`config.mk`:
```
export PLATFORM = sky130hd
export DESIGN_NAME = loopback_load_exec
export DESIGN_NICKNAME = d
export VERILOG_FILES = /design/src/rtl/lbl_pkg.sv /design/src/rtl/lbl_decode.sv /design/src/rtl/lbl_cond.sv /design/src/rtl/lbl_addr.sv /design/src/rtl/loopback_load_exec.sv
export SDC_FILE = /design/constraint.sdc
export NUM_CORES = 1
export LEC_CHECK = 0
export BUFFER_PORTS_ARGS = -buffer_cell sky130_fd_sc_hd__buf_4
export CELL_PAD_IN_SITES_DETAIL_PLACEMENT = 0
export CELL_PAD_IN_SITES_GLOBAL_PLACEMENT = 1
export CORE_ASPECT_RATIO = 1.25
export CORE_UTILIZATION = 35
export DETAILED_ROUTE_END_ITERATION = 6
export PLACE_DENSITY_LB_ADDON = 0.1
export SETUP_SLACK_MARGIN = 0.1
export SYNTH_ARGS = -nofsm -noshare
export SYNTH_HDL_FRONTEND = slang
export SYNTH_HIERARCHICAL = 1
export SYNTH_SLANG_ARGS = --single-unit
```
`constraint.sdc`:
```
create_clock -name clk -period 1.4 [get_ports clk]
set_input_delay 0.35 -clock clk [delete_from_list [all_inputs] [get_ports clk]]
set_output_delay 0.35 -clock clk [all_outputs]
set_load 0.005 [all_outputs]
```
`src/rtl/lbl_pkg.sv`:
```
package lbl_pkg;

  localparam logic [7:0] OPC_FIRST  = 8'hF7;
  localparam logic [7:0] OPC_SECOND = 8'hE0;
  localparam int         IDX_W      = 4;

  localparam logic [3:0] SEL_LT = 4'h0;
  localparam logic [3:0] SEL_GT = 4'h1;
  localparam logic [3:0] SEL_GE = 4'h2;
  localparam logic [3:0] SEL_LE = 4'h3;
  localparam logic [3:0] SEL_CS = 4'h4;
  localparam logic [3:0] SEL_HI = 4'h5;
  localparam logic [3:0] SEL_CC = 4'h6;
  localparam logic [3:0] SEL_LS = 4'h7;
  localparam logic [3:0] SEL_EQ = 4'h8;
  localparam logic [3:0] SEL_NE = 4'h9;
  localparam logic [3:0] SEL_AL = 4'hA;

  typedef struct packed {
    logic z;
    logic n;
    logic c;
    logic v;
  } flags_t;

  typedef struct packed {
    logic [IDX_W-1:0] dst;
    logic [IDX_W-1:0] base;
    logic [3:0]       step;
    logic [3:0]       sel;
    logic             legal;
  } dec_t;

  typedef enum logic [1:0] {
    ST_IDLE,
    ST_REQ,
    ST_WAIT,
    ST_DONE
  } st_e;

endpackage

```
`src/rtl/lbl_decode.sv`:
```
module lbl_decode
  import lbl_pkg::*;
(
  input  logic [31:0] word,
  output dec_t        dec
);
  logic opc_ok;
  logic sel_ok;

  always_comb begin
    opc_ok    = (word[31:24] == OPC_FIRST) && (word[23:16] == OPC_SECOND);
    sel_ok    = (word[3:0] <= SEL_AL);
    dec.dst   = word[15:12];
    dec.base  = word[11:8];
    dec.step  = word[7:4];
    dec.sel   = word[3:0];
    dec.legal = opc_ok && sel_ok;
  end
endmodule

```
`src/rtl/lbl_cond.sv`:
```
module lbl_cond
  import lbl_pkg::*;
(
  input  flags_t     flg,
  input  logic [3:0] sel,
  output logic       taken
);
  logic lt;

  always_comb begin
    lt = flg.n ^ flg.v;
    case (sel)
      SEL_LT:  taken = lt;
      SEL_GT:  taken = !flg.z && !lt;
      SEL_GE:  taken = !lt;
      SEL_LE:  taken = flg.z || lt;
      SEL_CS:  taken = flg.c;
      SEL_HI:  taken = !flg.c && !flg.z;
      SEL_CC:  taken = !flg.c;
      SEL_LS:  taken = flg.c || flg.z;
      SEL_EQ:  taken = flg.z;
      SEL_NE:  taken = !flg.z;
      SEL_AL:  taken = 1'b1;
      default: taken = 1'b0;
    endcase
  end
endmodule

```
`src/rtl/lbl_addr.sv`:
```
module lbl_addr #(
  parameter int DATA_W  = 32,
  parameter int PC_STEP = 4
) (
  input  logic [DATA_W-1:0] base,
  input  logic [3:0]        step,
  input  logic [DATA_W-1:0] pc,
  input  logic [DATA_W-1:0] loop_addr,
  input  logic              taken,
  input  logic              legal,
  output logic [DATA_W-1:0] inc_addr,
  output logic [DATA_W-1:0] next_pc
);
  localparam int EXT_W = DATA_W - 4;
  localparam logic [DATA_W-1:0] STEP_C = DATA_W'(PC_STEP);

  logic [DATA_W-1:0] step_ext;

  always_comb begin
    step_ext = {{EXT_W{step[3]}}, step};
    inc_addr = base + step_ext;
    if (legal && taken) next_pc = loop_addr - STEP_C;
    else                next_pc = pc + STEP_C;
  end
endmodule

```
`src/rtl/loopback_load_exec.sv`:
```
module loopback_load_exec
  import lbl_pkg::*;
#(
  parameter int DATA_W  = 32,
  parameter int PC_STEP = 4
) (
  input  logic              clk,
  input  logic              rst_n,
  input  logic              instr_valid,
  output logic              instr_ready,
  input  logic [31:0]       instr_word,
  input  logic [DATA_W-1:0] instr_pc,
  input  logic              flag_z,
  input  logic              flag_n,
  input  logic              flag_c,
  input  logic              flag_v,
  input  logic [DATA_W-1:0] loop_addr,
  input  logic [DATA_W-1:0] base_val,
  output logic              mem_req_valid,
  input  logic              mem_req_ready,
  output logic [DATA_W-1:0] mem_req_addr,
  input  logic              mem_rsp_valid,
  input  logic [DATA_W-1:0] mem_rsp_data,
  output logic              res_valid,
  input  logic              res_ready,
  output logic              res_illegal,
  output logic              res_dst_we,
  output logic [IDX_W-1:0]  res_dst_idx,
  output logic [DATA_W-1:0] res_dst_data,
  output logic              res_base_we,
  output logic [IDX_W-1:0]  res_base_idx,
  output logic [DATA_W-1:0] res_base_data,
  output logic [DATA_W-1:0] res_next_pc
);

  st_e               state;
  dec_t              dec_in;
  dec_t              dec_q;
  flags_t            flg_in;
  logic              taken_in;
  logic [DATA_W-1:0] inc_in;
  logic [DATA_W-1:0] npc_in;
  logic [DATA_W-1:0] addr_q;
  logic [DATA_W-1:0] inc_q;
  logic [DATA_W-1:0] npc_q;
  logic [DATA_W-1:0] data_q;
  logic              accept;

  assign flg_in = '{z: flag_z, n: flag_n, c: flag_c, v: flag_v};

  lbl_decode u_dec (
    .word (instr_word),
    .dec  (dec_in)
  );

  lbl_cond u_cond (
    .flg   (flg_in),
    .sel   (dec_in.sel),
    .taken (taken_in)
  );

  lbl_addr #(.DATA_W(DATA_W), .PC_STEP(PC_STEP)) u_addr (
    .base      (base_val),
    .step      (dec_in.step),
    .pc        (instr_pc),
    .loop_addr (loop_addr),
    .taken     (taken_in),
    .legal     (dec_in.legal),
    .inc_addr  (inc_in),
    .next_pc   (npc_in)
  );

  assign instr_ready = (state == ST_IDLE);
  assign accept      = instr_valid && instr_ready;

  always_ff @(posedge clk or negedge rst_n) begin
    if (!rst_n) begin
      state  <= ST_IDLE;
      dec_q  <= '0;
      addr_q <= '0;
      inc_q  <= '0;
      npc_q  <= '0;
      data_q <= '0;
    end else begin
      case (state)
        ST_IDLE: begin
          if (accept) begin
            dec_q  <= dec_in;
            addr_q <= base_val;
            inc_q  <= inc_in;
            npc_q  <= npc_in;
            state  <= dec_in.legal ? ST_REQ : ST_DONE;
          end
        end
        ST_REQ: begin
          if (mem_req_ready) state <= ST_WAIT;
        end
        ST_WAIT: begin
          if (mem_rsp_valid) begin
            data_q <= mem_rsp_data;
            state  <= ST_DONE;
          end
        end
        ST_DONE: begin
          if (res_ready) state <= ST_IDLE;
        end
        default: state <= ST_IDLE;
      endcase
    end
  end

  assign mem_req_valid = (state == ST_REQ);
  assign mem_req_addr  = addr_q;
  assign res_valid     = (state == ST_DONE);
  assign res_illegal   = !dec_q.legal;
  assign res_base_we   = res_valid && dec_q.legal;
  assign res_dst_we    = res_valid && dec_q.legal && (dec_q.dst != dec_q.base);
  assign res_dst_idx   = dec_q.dst;
  assign res_base_idx  = dec_q.base;
  assign res_dst_data  = data_q;
  assign res_base_data = inc_q;
  assign res_next_pc   = npc_q;

  // Handshake stability
  p_req_hold_r9: assert property (@(posedge clk) disable iff (!rst_n)
    mem_req_valid && !mem_req_ready |=> mem_req_valid && $stable(mem_req_addr));

  p_res_hold_r9: assert property (@(posedge clk) disable iff (!rst_n)
    res_valid && !res_ready |=> res_valid && $stable(res_next_pc) && $stable(res_dst_data)
                                && $stable(res_base_data));

  p_excl_valid_r9: assert property (@(posedge clk) disable iff (!rst_n)
    !(mem_req_valid && res_valid));

  p_req_after_accept_r9: assert property (@(posedge clk) disable iff (!rst_n)
    $rose(mem_req_valid) |-> $past(instr_valid));

  // Illegal encodings write nothing
  p_illegal_nowr_r1: assert property (@(posedge clk) disable iff (!rst_n)
    res_valid && res_illegal |-> !res_dst_we && !res_base_we);

  // Aliased registers suppress the destination write
  p_alias_r8: assert property (@(posedge clk) disable iff (!rst_n)
    res_dst_we |-> res_dst_idx != res_base_idx);

endmodule

```
==> impl_results.md, run 1 <==
- Maximum VDD drop: 0.000938 V
- Final #Nets: 1,667
- Sw Pwr: 8.48 mW
- Least-Margin Pin Slew: 0.434 ns
- Chip width: 146 µm
- WL/cell: about 19 µm
- Status: finished, violations left
- Post-DP Area: 13,600 µm²
- Total length of routed wires: 33,500 µm
- TNS Setup: -56.99 ns
- Total CTS buffers: 17
- Yosys reg bits: about 140
- Max Fclk: 449 MHz
- Compound-gate portion of the synthesized area: 0.0914
- Worst Skew: 0.00546 ns
- CTS Sinks: 139
- Adder-Cell Fraction of Synth Area: 0.0536
- Initial Util: 0.357
- Post-Syn Area: around 9000 µm²
- Hold Slack: 0.143 ns
- Die Span Y: between 150 and 200 µm
- Die ar.: between 20,000 and 30,000 µm²
- IO Pins: 312
- Drt pass-1 iters: 4
- Max-Cap Viols: 0
- WHS Path Cells: 2
- Critical Path RT: about 1.7 ns
- Layout Utilization: 0.681
- Worst Path Arrival: 2.55 ns
- Final Hold Fails: 0
- Worst rel slew slack: 0.708
- First-pass GRT wire length: 49,600 µm
- Pint: 19.7 mW
- Post-Synth Simple-Gate Area: 0.126
- Clock buffer depth: 2
- # DRC: 0
- Period Utilization, post-route: 1.59
- Yosys cell types: 70
- Critical path launch point type: input pin
- Pre-CTS setup slack: -1.45 ns
- Antenna viol nets, final: 0
- Gp weighted congestion: 0.869
- Rows: 65
- Clk slew on worst S/H paths: around 0.070 ns
- Synth async-reset ratio: 1.00
- Crit path max fanout: 5
- Drt initial violations: 232
- Min-delay worst type: in2reg
- Syn Inst Count: 829
- Placeable Area: about 25,000 µm²
- GR Overflow Total: 0
- Switch share: 0.301
- CTS H-tree lvls: 4
- Clock share of power: 0.166
- Top FF cell, synth: dfrtp_1
- Vias per cell: approximately 5
- Ant. Diodes: 0
- Dpl hpwl: 22,400 µm
- RSZ-0062 raised after global routing: yes
- Final Instance Area: 17,200 µm²
- Avg Cell Area, Syn: 10.9 µm²
- Initial antenna violation count: 0
- Violated checks: negative setup slack
- Clock Root Buffer: clkbuf_16
- Mux share of post-synthesis cell area: 0.211
- CP endpoint kind: flip-flop
- Final setup viols: 152
- Logic pwr share: 0.557
- CTS tree: yes
- # fillers: 1,875
- Sequential share of the synthesized area: 0.386
- Port bufs: 311
- P_leak: approximately 8.4 nW
- Syn Nets: 1,037
- Post-synthesis xor/xnor area fraction: 0.0855
- Post-layout min period: 2.22 ns
- Area growth, synth to finish: 91.1%
- DR vias: 8,818
- All-Layer GR Usage: 0.244
- Share of layout cells above drive strength 1: 0.673
- Smallest setup slack after layout: -0.825 ns
- Largest net degree at the start of global routing: 37
- Synth Warn #: 6
- Vias in the first global route: 9,104
- Seq pwr share: 0.277
- R2R depth: 7
- Clock insertion delay at the later pin of the skew report: 0.43 ns
- EDFF count, synth: 0
- Crit Path Class: in2reg
- Fin. max-slew vios: 0
- Largest family of logic cells by synthesized area: multiplexers
- Pwr dens: 1640 nW/µm²
layer usage:
| metal | track usage | routed length (µm) |
|---|---|---|
| met2 | 0.450 | 17700 |
| met3 | 0.0442 | 1320 |
| met4 | 0.0842 | 935 |
| met1 | 0.282 | 13600 |
| met5 | 0 | 0 |
power groups by stage:
stage          Combinational [mW]  Sequential (mW)  Clock (mW)
6_report                     15.7             7.81        4.68
5_1_grt                      16.6             7.99        4.98
4_1_cts                      14.3             7.74        4.81
3_5_place_dp                 10.7             7.42           0
3_3_place_gp                 10.6             7.37           0
2_1_floorplan                5.23             7.34           0
final timing paths:
path                                  start                end  slack (ns)
min in group asynchronous             rst_n    res_next_pc[17]        0.38
max in group asynchronous             rst_n   res_base_data[8]        0.46
hold / removal              mem_rsp_data[9]    res_dst_data[9]        0.14
hold reg to reg            mem_req_addr[26]   mem_req_addr[26]        0.53
setup reg to reg                   state[1]     res_next_pc[1]       -0.32
setup / recovery              instr_word[7]  res_base_data[18]       -0.82
cells by family after synthesis:
kind of cell	after synthesis
and+or+nand+nor	212
muxes	154
DFF	139
AOI/OAI and AO/OA	128
xor gates and xnor gates	88
buffers and inverters	70
adders and majority gates	38
synth_stat cells (all sizes together) (7+ instances only):
cell type	number	share of area
buf	41	0.034
a21o	12	0.010
clkbuf	13	0.0057
mux2	141	0.20
nand4	12	0.0083
ha	37	0.051
nor4	9	0.011
o21ai	28	0.016
dfrtp	139	0.39
nand3	22	0.013
inv	16	0.0067
nor2	48	0.020
nand2	59	0.025
nor3	14	0.0090
nand2b	7	0.0049
mux2i	13	0.014
xor2	50	0.049
o21bai	7	0.0058
a21oi	52	0.029
xnor2	38	0.037
stage by stage:
step	power [mW]	std cells
floorplan	12.6	829
global placement	18.0	1634
detailed placement	18.1	1634
CTS	26.8	1745
global route	29.6	1807
finish	28.2	1807
cells in the final DEF, fill, tap and decap left out, types with 15 or more instances in the layout:
cell / n
buf_12: 19
mux2_2: 23
mux2_4: 118
nand3_1: 19
buf_4: 434
nand2_1: 44
a21oi_1: 20
ha_4: 20
ha_1: 15
buf_6: 187
dfrtp_1: 139
clkbuf_16: 20
xnor2_1: 35
a21oi_2: 27
nor2_1: 33
xor2_1: 48
registers in the layout, summed over array words and instances (netlist names):
| name | count |
|---|---|
| state | 2 |
| mem_req_addr | 32 |
| res_base_idx | 4 |
| res_next_pc | 32 |
| res_dst_idx | 4 |
| dec_q | 1 |
| res_dst_data | 32 |
| res_base_data | 32 |
worst max-delay path, cell delays in order:
cell      delay, ns
buf_12         0.12
buf_12         0.14
ha_4           0.25
buf_4          0.15
a21oi_1        0.19
o21bai_1       0.10
o21ba_4        0.24
o21ai_4        0.08
buf_4          0.16
a211o_1        0.26
a21oi_2        0.14
xnor2_1        0.09
mux2_4         0.27
cell type report:
type,instances,area [µm²],share of cell area
multi-input cells,621,6360,0.369
repair buffers,664,6300,0.366
flip-flops and latches,139,3480,0.202
clock buffers,18,439,0.0255
well taps,335,419,0.0243
clock inverters,14,159,0.00922
inverters,16,70.1,0.00407
what timing repair did:
action / CTS / global route
gates resized for setup: 313 / 101
hold endpoints to repair: 23 / 0
pin swaps: 46 / 28
gates cloned: 17 / 4
hold buffers: 1 / 0
setup buffers: 68 / 71
setup endpoints to repair: 281 / 281
No activity file was read; power rests on OpenSTA's default activity.
==> inputs of run 2 (changes only) <==
SKIP_LAST_GASP = 1   (was default)
==> impl_results.md, run 2 (synthesis results as in run 1) <==
- Rows: 65 (unchanged)
- Initial antenna violation count: 0 (unchanged)
- CP endpoint kind: flip-flop
- Drt pass-1 iters: 4 (unchanged)
- Vias per cell: 4.84 (-0.72%)
- Reg2reg end: res_next_pc[1]
- Status: finished, violations left
- Post-layout min period: 2.21 ns (-0.0188 ns)
- Vias in the first global route: 9,092 (-0.13%)
- Final #Nets: 1,668 (+0.060%)
- Clock Root Buffer: clkbuf_16
- Slowest-stage cell, CP: or3_4
- # DRC: 0 (unchanged)
- Crit Path Class: in2reg
- Fin. max-slew vios: 0 (unchanged)
- CTS H-tree lvls: 4 (unchanged)
- Hold Path Origin: instr_word[10]
- Total length of routed wires: 33,200 µm (-1.0%)
- Ant. Diodes: 0 (unchanged)
- CTS tree: yes
- Max Fclk: 453 MHz (+0.85%)
- Violated checks: negative setup slack
- Initial Util: 0.357 (unchanged)
- Die ar.: 26,400 µm² (unchanged)
- Largest net degree at the start of global routing: 37 (unchanged)
- Total CTS buffers: 17 (unchanged)
- Least-Margin Pin Slew: 0.397 ns (-0.0367 ns)
- Max-Cap Viols: 0 (unchanged)
- Worst Path Arrival: 2.52 ns (-0.03 ns)
- Port bufs: 311 (unchanged)
- GR Overflow Total: 0 (unchanged)
- Largest stage delay on the critical path: 0.38 ns (+0.11 ns)
- Die Span Y: 181 µm (unchanged)
- RR Startpoint: state[1]
- Antenna viol nets, final: 0 (unchanged)
- Critical Path RT: 1.72 ns (about the same)
- Area growth, synth to finish: 90.2%
- R2R depth: 7 (unchanged)
- Cell Chain, Critical Path: buf_12 > buf_8 > ha_4 > nand2_4 > or3_4 > o21ba_4 > o21ai_4 > a21oi_4 > nor4bb_1 > a211oi_1 > mux2_4
- IO Pins: 312 (unchanged)
- WL/cell: 18.3 µm (-1.1%)
- Clk slew on worst S/H paths: 0.06 ns (about the same)
- Period Utilization, post-route: 1.58 (-0.0134)
- Clock insertion delay at the later pin of the skew report: 0.44 ns (about the same)
- Smallest setup slack after layout: -0.806 ns (+0.0188 ns)
- WHS Path Cells: 2 (unchanged)
- RSZ-0062 raised after global routing: yes
- Clock buffer depth: 2 (unchanged)
- DR vias: 8,759 (-0.67%)
- Worst rel slew slack: 0.733 (+0.0248)
- Min-delay worst type: in2reg
- CTS Sinks: 139 (unchanged)
- Gp weighted congestion: 0.869 (unchanged)
- Layout Utilization: 0.678 (-0.00302)
- Setup slack, reg-to-reg: -0.33 ns (about the same)
- Final Hold Fails: 0 (unchanged)
- Pwr dens: 1630 nW/µm² (-0.55%)
- First-pass GRT wire length: 49,400 µm (-0.30%)
- Worst Hold Path EP: res_base_idx[2]
- Worst Skew: 0.00616 ns (+0.000695 ns)
- All-Layer GR Usage: 0.244 (-0.000653)
- Drt initial violations: 248 (+6.9%)
- Maximum VDD drop: 0.000950 V (+1.3%)
- Placeable Area: 25,300 µm² (unchanged)
- Final Power: 27.9 mW (-0.99%)
- Crit path max fanout: 5 (unchanged)
- P_leak: 8.38 nW (-0.81%)
- Most frequent cells in the layout: 431 x buf_4, 194 x buf_6, 139 x dfrtp_1
- Final setup viols: 152 (unchanged)
- Chip width: 146 µm (unchanged)
- Share of layout cells above drive strength 1: 0.667 (-0.00589)
- Dpl hpwl: 22,400 µm (unchanged)
- # fillers: 1,891 (+0.85%)
- Critical path launch point type: input pin
- Commonest non-fill, non-tap cell in the layout: buf_4
## run 2: cell count changes in the layout (fill, tap and decap cells not counted), moves of 3 or more
cell | before | now
mux2_2 | 23 | 36
buf_4 | 434 | 431
buf_6 | 187 | 194
a21oi_2 | 27 | 24
mux2_4 | 118 | 105
## run 2: area by class of cell
cell class	count	area (µm²)	share of cell area
sequential	139	3480	0.203
timing repair buffer	665	6300	0.367
clock buffer	18	439	0.0256
tap	335	419	0.0244
clock inverter	14	159	0.00926
inverter	16	70.1	0.00408
multi-input combinational	621	6290	0.367
## run 2: critical path, delay by kind of cell
family	cells	cell delay, ns
adder cells (fa/ha/maj)	1	0.30
AO/OA/AOI/OAI	4	0.60
buffers and inverters	2	0.25
AND/OR/NAND/NOR	3	0.74
multiplexers	1	0.27
## run 2: how the worst max path moves through the flow
stage | startpoint | end | slack (ns)
4_1_cts | instr_word[7] | res_base_data[28] | -0.79
3_3_place_gp | instr_word[7] | res_base_data[29] | -1.37
5_1_grt | instr_word[7] | res_base_data[30] | -0.85
2_1_floorplan | instr_word[7] | res_base_data[29] | -1.14
3_5_place_dp | instr_word[7] | res_base_data[30] | -1.45
6_report | instr_word[7] | res_base_data[30] | -0.81
## run 2: through the flow
step                setup slack (ns)  std cells  hold slack (ns)  setup TNS, ns  area, µm²
detailed placement             -1.45       1634            0.271         -70.57      13600
global placement               -1.37       1634            0.268         -69.30      13600
finish                        -0.806       1808            0.143         -57.06      17200
floorplan                      -1.14        829           0.0544         -46.25       9600
CTS                           -0.786       1745            0.126         -55.90      16400
global route                  -0.846       1808            0.125         -64.17      17200
## run 2: layer usage
| layer | global-route usage | up-vias | wire [µm] |
|---|---|---|---|
| met1 | 0.281 | 4248 | 13400 |
| met3 | 0.0442 | 52 | 1310 |
| li1 | - | 4204 | - |
| met4 | 0.0851 | 0 | 816 |
| met5 | 0 | - | 0 |
| met2 | 0.449 | 255 | 17600 |
## run 2: repair_timing
item                       in CTS  in global routing
setup endpoints to repair     281                281
pin swaps                      46                 31
hold endpoints to repair       23                  0
setup buffers                  68                 75
cloned                         17                  3
hold buffers                    1                  0
resized for setup             302                 99
## run 2: power breakdown
group          switching (mW)  internal [mW]  total (mW)
registers                1.69           6.10        7.79
clock network            1.98           2.71        4.69
logic                    4.73           10.7        15.5
total                    8.41           19.5        27.9
